[src/rtl/bbt_pkg.sv]
package bbt_pkg;
    typedef enum logic [1:0] {
        PH_SCAN  = 2'd0,
        PH_BUILD = 2'd1,
        PH_RUN   = 2'd2
    } bbt_phase_e;
endpackage

[src/rtl/bbt_spare_pick.sv]
module bbt_spare_pick #(
    parameter int NUM_SPARE = 4,
    localparam int SW = (NUM_SPARE > 1) ? $clog2(NUM_SPARE) : 1
) (
    input  logic [NUM_SPARE-1:0] spare_bad,
    input  logic [NUM_SPARE-1:0] spare_used,
    output logic                 found,
    output logic [SW-1:0]        sel,
    output logic [NUM_SPARE-1:0] grant
);
    logic [NUM_SPARE-1:0] avail;
    logic [NUM_SPARE-1:0] lower_free;

    assign avail         = ~spare_bad & ~spare_used;
    assign lower_free[0] = 1'b0;

    for (genvar g = 1; g < NUM_SPARE; g++) begin : g_chain
        assign lower_free[g] = lower_free[g-1] | avail[g-1];
    end

    assign grant = avail & ~lower_free;
    assign found = |avail;

    always_comb begin
        sel = '0;
        for (int i = 0; i < NUM_SPARE; i++) begin
            if (grant[i]) sel = SW'(i);
        end
    end

    // granted spare is the lowest available one and is itself good and unused
    always_comb begin
        a_r6_grant_onehot: assert ($onehot0(grant));
        if (found) begin
            a_r6_grant_good: assert (avail[sel] && grant[sel]);
        end
    end
endmodule

[src/rtl/bbt_lookup_stage.sv]
module bbt_lookup_stage #(
    parameter int PW = 4
) (
    input  logic          clk,
    input  logic          rst_n,
    input  logic          accept,
    input  logic [PW-1:0] pblk_in,
    output logic          rsp_valid,
    output logic [PW-1:0] rsp_pblk
);
    typedef struct packed {
        logic          valid;
        logic [PW-1:0] pblk;
    } rsp_t;

    rsp_t rsp_d, rsp_q;

    always_comb begin
        rsp_d       = rsp_q;
        rsp_d.valid = accept;
        if (accept) rsp_d.pblk = pblk_in;
    end

    always_ff @(posedge clk) begin
        if (!rst_n) begin
            rsp_q <= '0;
        end else begin
            rsp_q <= rsp_d;
        end
    end

    assign rsp_valid = rsp_q.valid;
    assign rsp_pblk  = rsp_q.pblk;

    // a response only ever follows an accepted lookup
    a_r1_rsp_after_accept: assert property (@(posedge clk) disable iff (!rst_n)
        rsp_valid |-> $past(accept));
    a_r1_accept_gives_rsp: assert property (@(posedge clk) disable iff (!rst_n)
        accept |=> rsp_valid);
endmodule

[src/rtl/bbt_remap_table.sv]
module bbt_remap_table
    import bbt_pkg::*;
#(
    parameter int NUM_LOG   = 8,
    parameter int NUM_SPARE = 4,
    localparam int NUM_PHYS = NUM_LOG + NUM_SPARE,
    localparam int LW = (NUM_LOG > 1) ? $clog2(NUM_LOG) : 1,
    localparam int PW = $clog2(NUM_PHYS),
    localparam int CW = $clog2(NUM_PHYS + 1),
    localparam int SW = (NUM_SPARE > 1) ? $clog2(NUM_SPARE) : 1
) (
    input  logic          clk,
    input  logic          rst_n,
    input  logic          scan_valid,
    input  logic          scan_bad,
    input  logic          lkp_valid,
    input  logic [LW-1:0] lkp_lblk,
    output logic          lkp_ready,
    output logic          rsp_valid,
    output logic [PW-1:0] rsp_pblk,
    input  logic          fail_valid,
    input  logic [LW-1:0] fail_lblk,
    output logic [CW-1:0] usable_count,
    output logic          out_of_spares
);
    typedef struct packed {
        bbt_phase_e                  phase;
        logic [PW-1:0]               idx;
        logic [NUM_PHYS-1:0]         bad;
        logic [NUM_SPARE-1:0]        used;
        logic [NUM_LOG-1:0][PW-1:0]  map;
        logic [CW-1:0]               usable;
        logic                        oos;
    } tbl_t;

    tbl_t st_d, st_q;

    logic                 sp_found;
    logic [SW-1:0]        sp_sel;
    logic [NUM_SPARE-1:0] sp_grant;
    logic [PW-1:0]        sp_pblk;
    logic [PW-1:0]        cur_pblk;
    logic [LW-1:0]        bld_lblk;
    logic                 accept;

    bbt_spare_pick #(.NUM_SPARE(NUM_SPARE)) spare_i (
        .spare_bad  (st_q.bad[NUM_PHYS-1:NUM_LOG]),
        .spare_used (st_q.used),
        .found      (sp_found),
        .sel        (sp_sel),
        .grant      (sp_grant)
    );

    assign sp_pblk  = PW'(NUM_LOG) + PW'(sp_sel);
    assign cur_pblk = st_q.map[fail_lblk];
    assign bld_lblk = LW'(st_q.idx);

    always_comb begin
        st_d      = st_q;
        lkp_ready = (st_q.phase == PH_RUN) && !fail_valid;
        case (st_q.phase)
            PH_SCAN: begin
                if (scan_valid) begin
                    st_d.bad[st_q.idx] = scan_bad;
                    if (scan_bad) st_d.usable = st_q.usable - CW'(1);
                    if (st_q.idx == PW'(NUM_PHYS - 1)) begin
                        st_d.phase = PH_BUILD;
                        st_d.idx   = '0;
                    end else begin
                        st_d.idx = st_q.idx + PW'(1);
                    end
                end
            end
            PH_BUILD: begin
                st_d.map[bld_lblk] = st_q.idx;
                if (st_q.bad[st_q.idx]) begin
                    if (sp_found) begin
                        st_d.map[bld_lblk] = sp_pblk;
                        st_d.used          = st_q.used | sp_grant;
                    end else begin
                        st_d.oos = 1'b1;
                    end
                end
                if (st_q.idx == PW'(NUM_LOG - 1)) begin
                    st_d.phase = PH_RUN;
                end else begin
                    st_d.idx = st_q.idx + PW'(1);
                end
            end
            PH_RUN: begin
                if (fail_valid) begin
                    if (!st_q.bad[cur_pblk]) begin
                        st_d.bad[cur_pblk] = 1'b1;
                        st_d.usable        = st_q.usable - CW'(1);
                    end
                    if (sp_found) begin
                        st_d.map[fail_lblk] = sp_pblk;
                        st_d.used           = st_q.used | sp_grant;
                    end else begin
                        st_d.oos = 1'b1;
                    end
                end
            end
            default: st_d.phase = PH_SCAN;
        endcase
    end

    always_ff @(posedge clk) begin
        if (!rst_n) begin
            st_q.phase  <= PH_SCAN;
            st_q.idx    <= '0;
            st_q.bad    <= '0;
            st_q.used   <= '0;
            st_q.map    <= '0;
            st_q.usable <= CW'(NUM_PHYS);
            st_q.oos    <= 1'b0;
        end else begin
            st_q <= st_d;
        end
    end

    assign accept = lkp_valid && lkp_ready;

    bbt_lookup_stage #(.PW(PW)) lookup_i (
        .clk       (clk),
        .rst_n     (rst_n),
        .accept    (accept),
        .pblk_in   (st_q.map[lkp_lblk]),
        .rsp_valid (rsp_valid),
        .rsp_pblk  (rsp_pblk)
    );

    assign usable_count  = st_q.usable;
    assign out_of_spares = st_q.oos;

    // usable count never rises
    a_r7_count_never_rises: assert property (@(posedge clk) disable iff (!rst_n)
        rst_n |=> (usable_count <= $past(usable_count)));
    // spare exhaustion error is sticky
    a_r8_oos_sticky: assert property (@(posedge clk) disable iff (!rst_n)
        out_of_spares |=> out_of_spares);
    // a lookup alongside a failure report yields no response
    a_r9_fail_wins: assert property (@(posedge clk) disable iff (!rst_n)
        (fail_valid && lkp_valid) |=> !rsp_valid);
    // no response while scan or build is in progress
    a_r3_no_rsp_before_init: assert property (@(posedge clk) disable iff (!rst_n)
        (st_q.phase != PH_RUN) |=> !rsp_valid);
    // failure reports before ready leave the count alone
    a_r10_early_fail_ignored: assert property (@(posedge clk) disable iff (!rst_n)
        (st_q.phase != PH_RUN && !scan_valid) |=> $stable(usable_count));
    // a response never names a block that is currently bad (while spares remain)
    a_r4_rsp_good: assert property (@(posedge clk) disable iff (!rst_n)
        (rsp_valid && !out_of_spares) |-> !st_q.bad[rsp_pblk]);
endmodule

[config.mk]
export PLATFORM = sky130hd
export DESIGN_NAME = bbt_remap_table
export DESIGN_NICKNAME = d
export VERILOG_FILES = /design/src/rtl/bbt_pkg.sv /design/src/rtl/bbt_spare_pick.sv /design/src/rtl/bbt_lookup_stage.sv /design/src/rtl/bbt_remap_table.sv
export SDC_FILE = /design/constraint.sdc
export NUM_CORES = 1
export LEC_CHECK = 0
export ABC_AREA = 1
export BUFFER_PORTS_ARGS = -buffer_cell sky130_fd_sc_hd__buf_2
export CAP_MARGIN = 15
export CORE_MARGIN = 3
export CORE_UTILIZATION = 53
export CTS_CLUSTER_DIAMETER = 80
export DETAILED_ROUTE_END_ITERATION = 8
export GPL_ROUTABILITY_DRIVEN = 0
export PLACE_DENSITY = 0.68
export SYNTH_ARGS = -nofsm -noshare
export SYNTH_HDL_FRONTEND = slang
export SYNTH_HIERARCHICAL = 1
export SYNTH_SLANG_ARGS = --single-unit
[constraint.sdc]
create_clock -name clk -period 2.1 [get_ports clk]
set_input_delay 0.105 -clock clk [delete_from_list [all_inputs] [get_ports clk]]
set_output_delay 0.105 -clock clk [all_outputs]
set_load 0.05 [all_outputs]
==> reports/results.tsv, run 1 <==
metric	value	unit
status	completed	
core	8380	um2
finalCritPeriodShare	94.0	%
grt_pass1_vias	4923	
pre_cts_slack	-0.0459	ns
clock_power_share	45.1	%
intPower	2.15	mW
wl_per_cell	15.8	um
num-fill-cells	821	
cts_tree	done	
final_cells	930	
hold_depth	3	
cp.arrival	2.23	ns
drtAntennaViolNets	0	
gr-total-overflow	0	
p_sw	0.875	mW
p_comb_share	13.8	%
netlist_instances	786	
synth-edff-count	0	
placedCellCount	912	
place_area	5000	um2
wl	14.7	mm
netlist_area	4690	um2
synthToLayoutAreaGrowth	12.9	%
crit_type	flip-flop to flip-flop	
ir_worst_vdd	0.364	mV
synth_common_cells	nand2_1, inv_1, a21oi_1	
worst_clock_skew	0.0108	ns
drv_cap	0	
diodes	0	
hold_buffers	0	
io_buffer_count	22	
worstPathRequired	2.36	ns
synth_cell_types	35	
dieArea	10000	um2
cp_max_fo	14	
fin_util	63.2	%
avgViaCountPerCell	5.76	
synth_top_cell_by_area	dfxtp_1	
drive_gt1_share	15.2	%
synth_most_common_cell	nand2_1	
startpoint_type	flip-flop	
numCtsBuffers	9	
ctsRootBufferMaster	clkbuf_8	
swShare	29.0	%
max_slew_margin	39.8	%
tightest_slew	0.902	ns
ys_seq_area_share	27.3	%
end_kind	flip-flop	
synth_nets	803	
avgSynthCellArea	5.96	um2
h-tree-depth	3	
hold_violations	0	
whs	0.0570	ns
cts_buffer_depth	2	
grt_pass1_wl	23.7	mm
firstDrtPassIters	5	
grt_usage	29.6	%
ys_ff_latch	64	
synth_top_area_share	27.3	%
setup_violations	0	
r2r_setup_slack	0.13	ns
period_minus_slack	1.97	ns
dieWidth	100	um
fp-row-count	33	
worstRegToRegCells	16	
async_reset_ff_share	0	%
drcViolationCount	0	
clock.fmax	506	MHz
final-max-slew-violation-count	0	
timing.final.ws_setup	0.125	ns
fin_nets	837	
register_area	1280	um2
initial_utilization	55.9	%
rsz0062_at_grt	yes	
synth.area.top_cells	dfxtp_1, nand2_1, inv_1, a21oi_1, o21ai_0	
power_frac_seq	41.1	%
synth-main-ff-cell	dfxtp_1	
place_hpwl	10.8	mm
die_h	100	um
clock_sinks	64	
grt_max_degree	41	
hp-class	input pin to flip-flop	
ys_warn_count	6	
antenna_found_initial	0	
p_leak	2.49	nW
drtIter0Drc	419	
vias	5360	
clk_latency	0.36	ns
multi_input_area	2750	um2
clk_pin_slew	0.08	ns
final_area	5300	um2
num_io_pins	23	
power_density	571	nW/um2
[repair_timing]
item / in CTS / in global routing
resized for setup: 0 / 14
setup buffers: 0 / 1
endpoints found under the setup margin: 0 / 41
[state kept, by name (all words and copies together), names as in the netlist]
| register | flops |
|---|---|
| lookup_i/rsp_valid | 1 |
| lookup_i/rsp_pblk | 4 |
| st_q | 51 |
| out_of_spares | 1 |
| bld_lblk | 3 |
| usable_count | 4 |
[placed cells by master, fill, tap and decap left out, drive strengths merged]
cell	n
o22ai	7
clkinvlp	1
xor2	2
a32o	1
buf	59
o21ai	77
bufinv	3
inv	127
ha	5
clkinv	3
o21bai	1
dfxtp	64
a31oi	8
nor2	84
nor3b	1
nand2	200
o211ai	5
a221oi	7
a21oi	80
clkbuf	9
or2	1
nor3	11
nand3	46
nand4	23
[final timing paths]
check / startpoint / to
worst max-delay path: st_q[18] / st_q[52]
worst min-delay path: scan_valid / st_q[57]
worst max register to register: st_q[18] / st_q[52]
worst min register to register: st_q[39] / st_q[39]
[power by group through the flow]
stage               logic [mW]  registers (mW)  clock network (mW)
global route             0.461            1.24                1.41
global placement         0.395            1.27                   0
floorplan                0.292            1.27                   0
CTS                      0.401            1.24                1.37
finish                   0.417            1.24                1.36
detailed placement       0.400            1.27                   0
[worst max-delay path, stage by stage (launching register included)]
cell,delay (ns)
dfxtp_1,0.33
inv_1,0.10
nand2_1,0.06
o211ai_1,0.16
nand2_1,0.15
nor2_4,0.18
buf_4,0.15
nand2_1,0.05
nand2_1,0.05
nand2_1,0.04
nand2_1,0.07
nand3_2,0.15
buf_8,0.18
nand3_1,0.08
nand2_1,0.05
inv_1,0.06
nor2_1,0.04
[cell families after synthesis]
group,Yosys count,share of synthesized area [%]
compound gates,186,21.6
xor+xnor,2,0.374
fa+ha+maj,5,1.33
buf+inv,164,14.7
flops,64,27.3
simple gates,365,34.7
[per-stage QoR]
stage,setup TNS (ns),total power [mW]
finish,0,3.02
global route,-0.274,3.11
CTS,0,3.02
detailed placement,-0.275,1.67
global placement,0,1.66
floorplan,0,1.56
[layout make-up]
class,count,area share (%)
inverters,127,9.00
well taps,105,2.48
flip-flops and latches,64,24.2
clock inverters,7,2.27
clock buffers,9,2.34
repair buffers,59,7.77
multi-input cells,559,51.9
[per-layer routing]
layer / up-vias / part of all wire, % / track usage, %
met2: 271 / 47 / 49.9
met3: 61 / 8.2 / 3.61
li1: 2615 / - / -
met5: - / 0 / 0
met1: 2413 / 40 / 37.3
met4: 0 / 4.7 / 14.9
Note: power is estimated with default switching activity, not from simulation.
==> inputs of run 2 (changes only) <==
--- a/config.mk
+++ b/config.mk
@@ -13,7 +13,7 @@
 export CTS_CLUSTER_DIAMETER = 80
 export DETAILED_ROUTE_END_ITERATION = 8
 export GPL_ROUTABILITY_DRIVEN = 0
-export PLACE_DENSITY = 0.68
+export PLACE_DENSITY_LB_ADDON = 0.25
 export SYNTH_ARGS = -nofsm -noshare
 export SYNTH_HDL_FRONTEND = slang
 export SYNTH_HIERARCHICAL = 1
==> run 2 against run 1 <==
  * Die area unchanged
  * Largest power group unchanged
  * Largest cell class unchanged
  * Worst setup slack worse by 0.037 ns
  * Critical path type unchanged
  * Clock power down 4%
  * Total power down 1.6%
==> reports/results.tsv, run 2 (synthesized netlist as in run 1, its figures left out) <==
metric	value	unit
setup_violations	0	
clock.fmax	497	MHz
rr_startpoint	st_q[26]	
power_frac_seq	41.7	%
ctsRootBufferMaster	clkbuf_8	
dieArea	10000	um2
cts_tree	done	
largest_reg_flops	51	
cts_buffer_depth	2	
finalCritPeriodShare	95.8	%
met3_usage	5.42	%
startpoint_type	flip-flop	
grt_pass1_vias	5004	
max_slew_margin	53.6	%
timing.final.ws_setup	0.0886	ns
die_h	100	um
pre_cts_slack	-0.0327	ns
wl_per_cell	16.2	um
synthToLayoutAreaGrowth	15.6	%
layout_commonest_cell	nand2_1	
h-tree-depth	3	
initial_utilization	55.9	%
drtIter0Drc	569	
cpPeakStageDelay	0.33	ns
drtAntennaViolNets	0	
whs	0.0709	ns
wl	15.2	mm
place_hpwl	10.9	mm
regMostFlops	st_q	
gr-total-overflow	0	
cpMostUsedCell	nand2_1	
swShare	27.5	%
hold_violations	0	
cp-startpoint	st_q[26]	
p_comb_share	14.7	%
grt_max_degree	41	
numCtsBuffers	9	
firstDrtPassIters	6	
clk_pin_slew	0.08	ns
fin_nets	845	
dieWidth	100	um
vias	5536	
antenna_found_initial	0	
worst_clock_skew	0.0190	ns
use_met1	37.0	%
worstPathRequired	2.34	ns
grt_usage	29.6	%
p_sw	0.819	mW
tightest_slew	0.696	ns
intPower	2.16	mW
path_cells	inv_1 -> nand2_1 -> o211ai_2 -> nand2_1 -> nor2_4 -> inv_2 -> nand2_2 -> nand2_1 -> a21oi_2 -> nand3_4 -> buf_12 -> nand3_1 -> nand2_1 -> inv_1 -> nor2_1	
core	8380	um2
p_total	2.98	mW
drive_gt1_share	17.5	%
hold_path_startpoint	scan_valid	
p_leak	2.55	nW
cp_max_fo	8	
hp-class	input pin to flip-flop	
clk_latency	0.36	ns
io_buffer_count	22	
fp-row-count	33	
met2_usage	49.3	%
clock_sinks	64	
avgViaCountPerCell	5.91	
final-max-slew-violation-count	0	
slowest_stage	dfxtp_1	
drcViolationCount	0	
grt_pass1_wl	23.9	mm
drv_cap	0	
grt-busiest-layer	met2	
diodes	0	
num_io_pins	23	
clock_power_share	43.6	%
crit_type	flip-flop to flip-flop	
crit_family	simple AND/OR/NAND/NOR gates	
period_minus_slack	2.01	ns
most-common-layout-cells	nand2_1, inv_1, a21oi_1	
cp.arrival	2.26	ns
status	completed	
tns	0	ns
power_density	549	nW/um2
end_kind	flip-flop	
critical_path_buf_inv_count	4	
ir_worst_vdd	0.380	mV
[run 2: cell count changes in the layout (fill, tap and decap cells not counted), sizes merged]
| cell | before | now |
|---|---|---|
| clkinvlp | 1 | 0 |
| clkbuf | 9 | 15 |
| bufinv | 3 | 2 |
| buf | 59 | 65 |
| clkinv | 3 | 0 |
[run 2: power by group through the flow]
stage	Sequential, mW	Combinational, mW	Clock [mW]
after CTS	1.24	0.407	1.31
after floorplan	1.27	0.292	0
final	1.24	0.437	1.30
after global routing	1.24	0.479	1.35
after global placement	1.27	0.395	0
after detailed placement	1.27	0.404	0
[run 2: worst reg2reg max path: stages, from the launching register on]
cell and delay (ns):
dfxtp_1 0.33, inv_1 0.14, nand2_1 0.09, o211ai_2 0.09, nand2_1 0.11, nor2_4 0.19
inv_2 0.09, nand2_2 0.07, nand2_1 0.06, a21oi_2 0.18, nand3_4 0.15, buf_12 0.18
nand3_1 0.07, nand2_1 0.05, inv_1 0.06, nor2_1 0.05
[run 2: layer usage]
layer / vias up / part of all wire [%]
met4: 0 / 5.5
met5: - / 0
met3: 88 / 10
met2: 349 / 46
li1: 2632 / -
met1: 2467 / 39
[run 2: path summary, 6_finish.rpt]
path,endpoint,slack (ns),cells past startpoint
worst max-delay path,st_q[51],0.09,15
worst min-delay path,st_q[57],0.07,3
worst max register to register,st_q[51],0.09,15
worst min register to register,st_q[39],0.45,2
[run 2: stage by stage]
step,std cells,utilization [%],instance area [um2]
3_5_place_dp,917,60.2,5040
5_1_grt,937,64.6,5420
4_1_cts,932,63.0,5280
2_1_floorplan,786,-,4690
6_report,937,64.6,5420
3_3_place_gp,917,60.2,5040
[run 2: repair_timing]
action / 4_1_cts / 5_1_grt
gates resized for setup: 0 / 26
hold buffers: 0 / 0
setup buffers: 0 / 2
endpoints found under the setup margin: 0 / 40
[run 2: final cells by class]
type / instances / area, um2
Tap cell: 105 / 131
Clock buffer: 13 / 179
Fill cell: 790 / 2960
Timing Repair Buffer: 67 / 495
Clock inverter: 2 / 60.1
Multi-Input combinational cell: 559 / 2790
Inverter: 127 / 477
Sequential cell: 64 / 1290
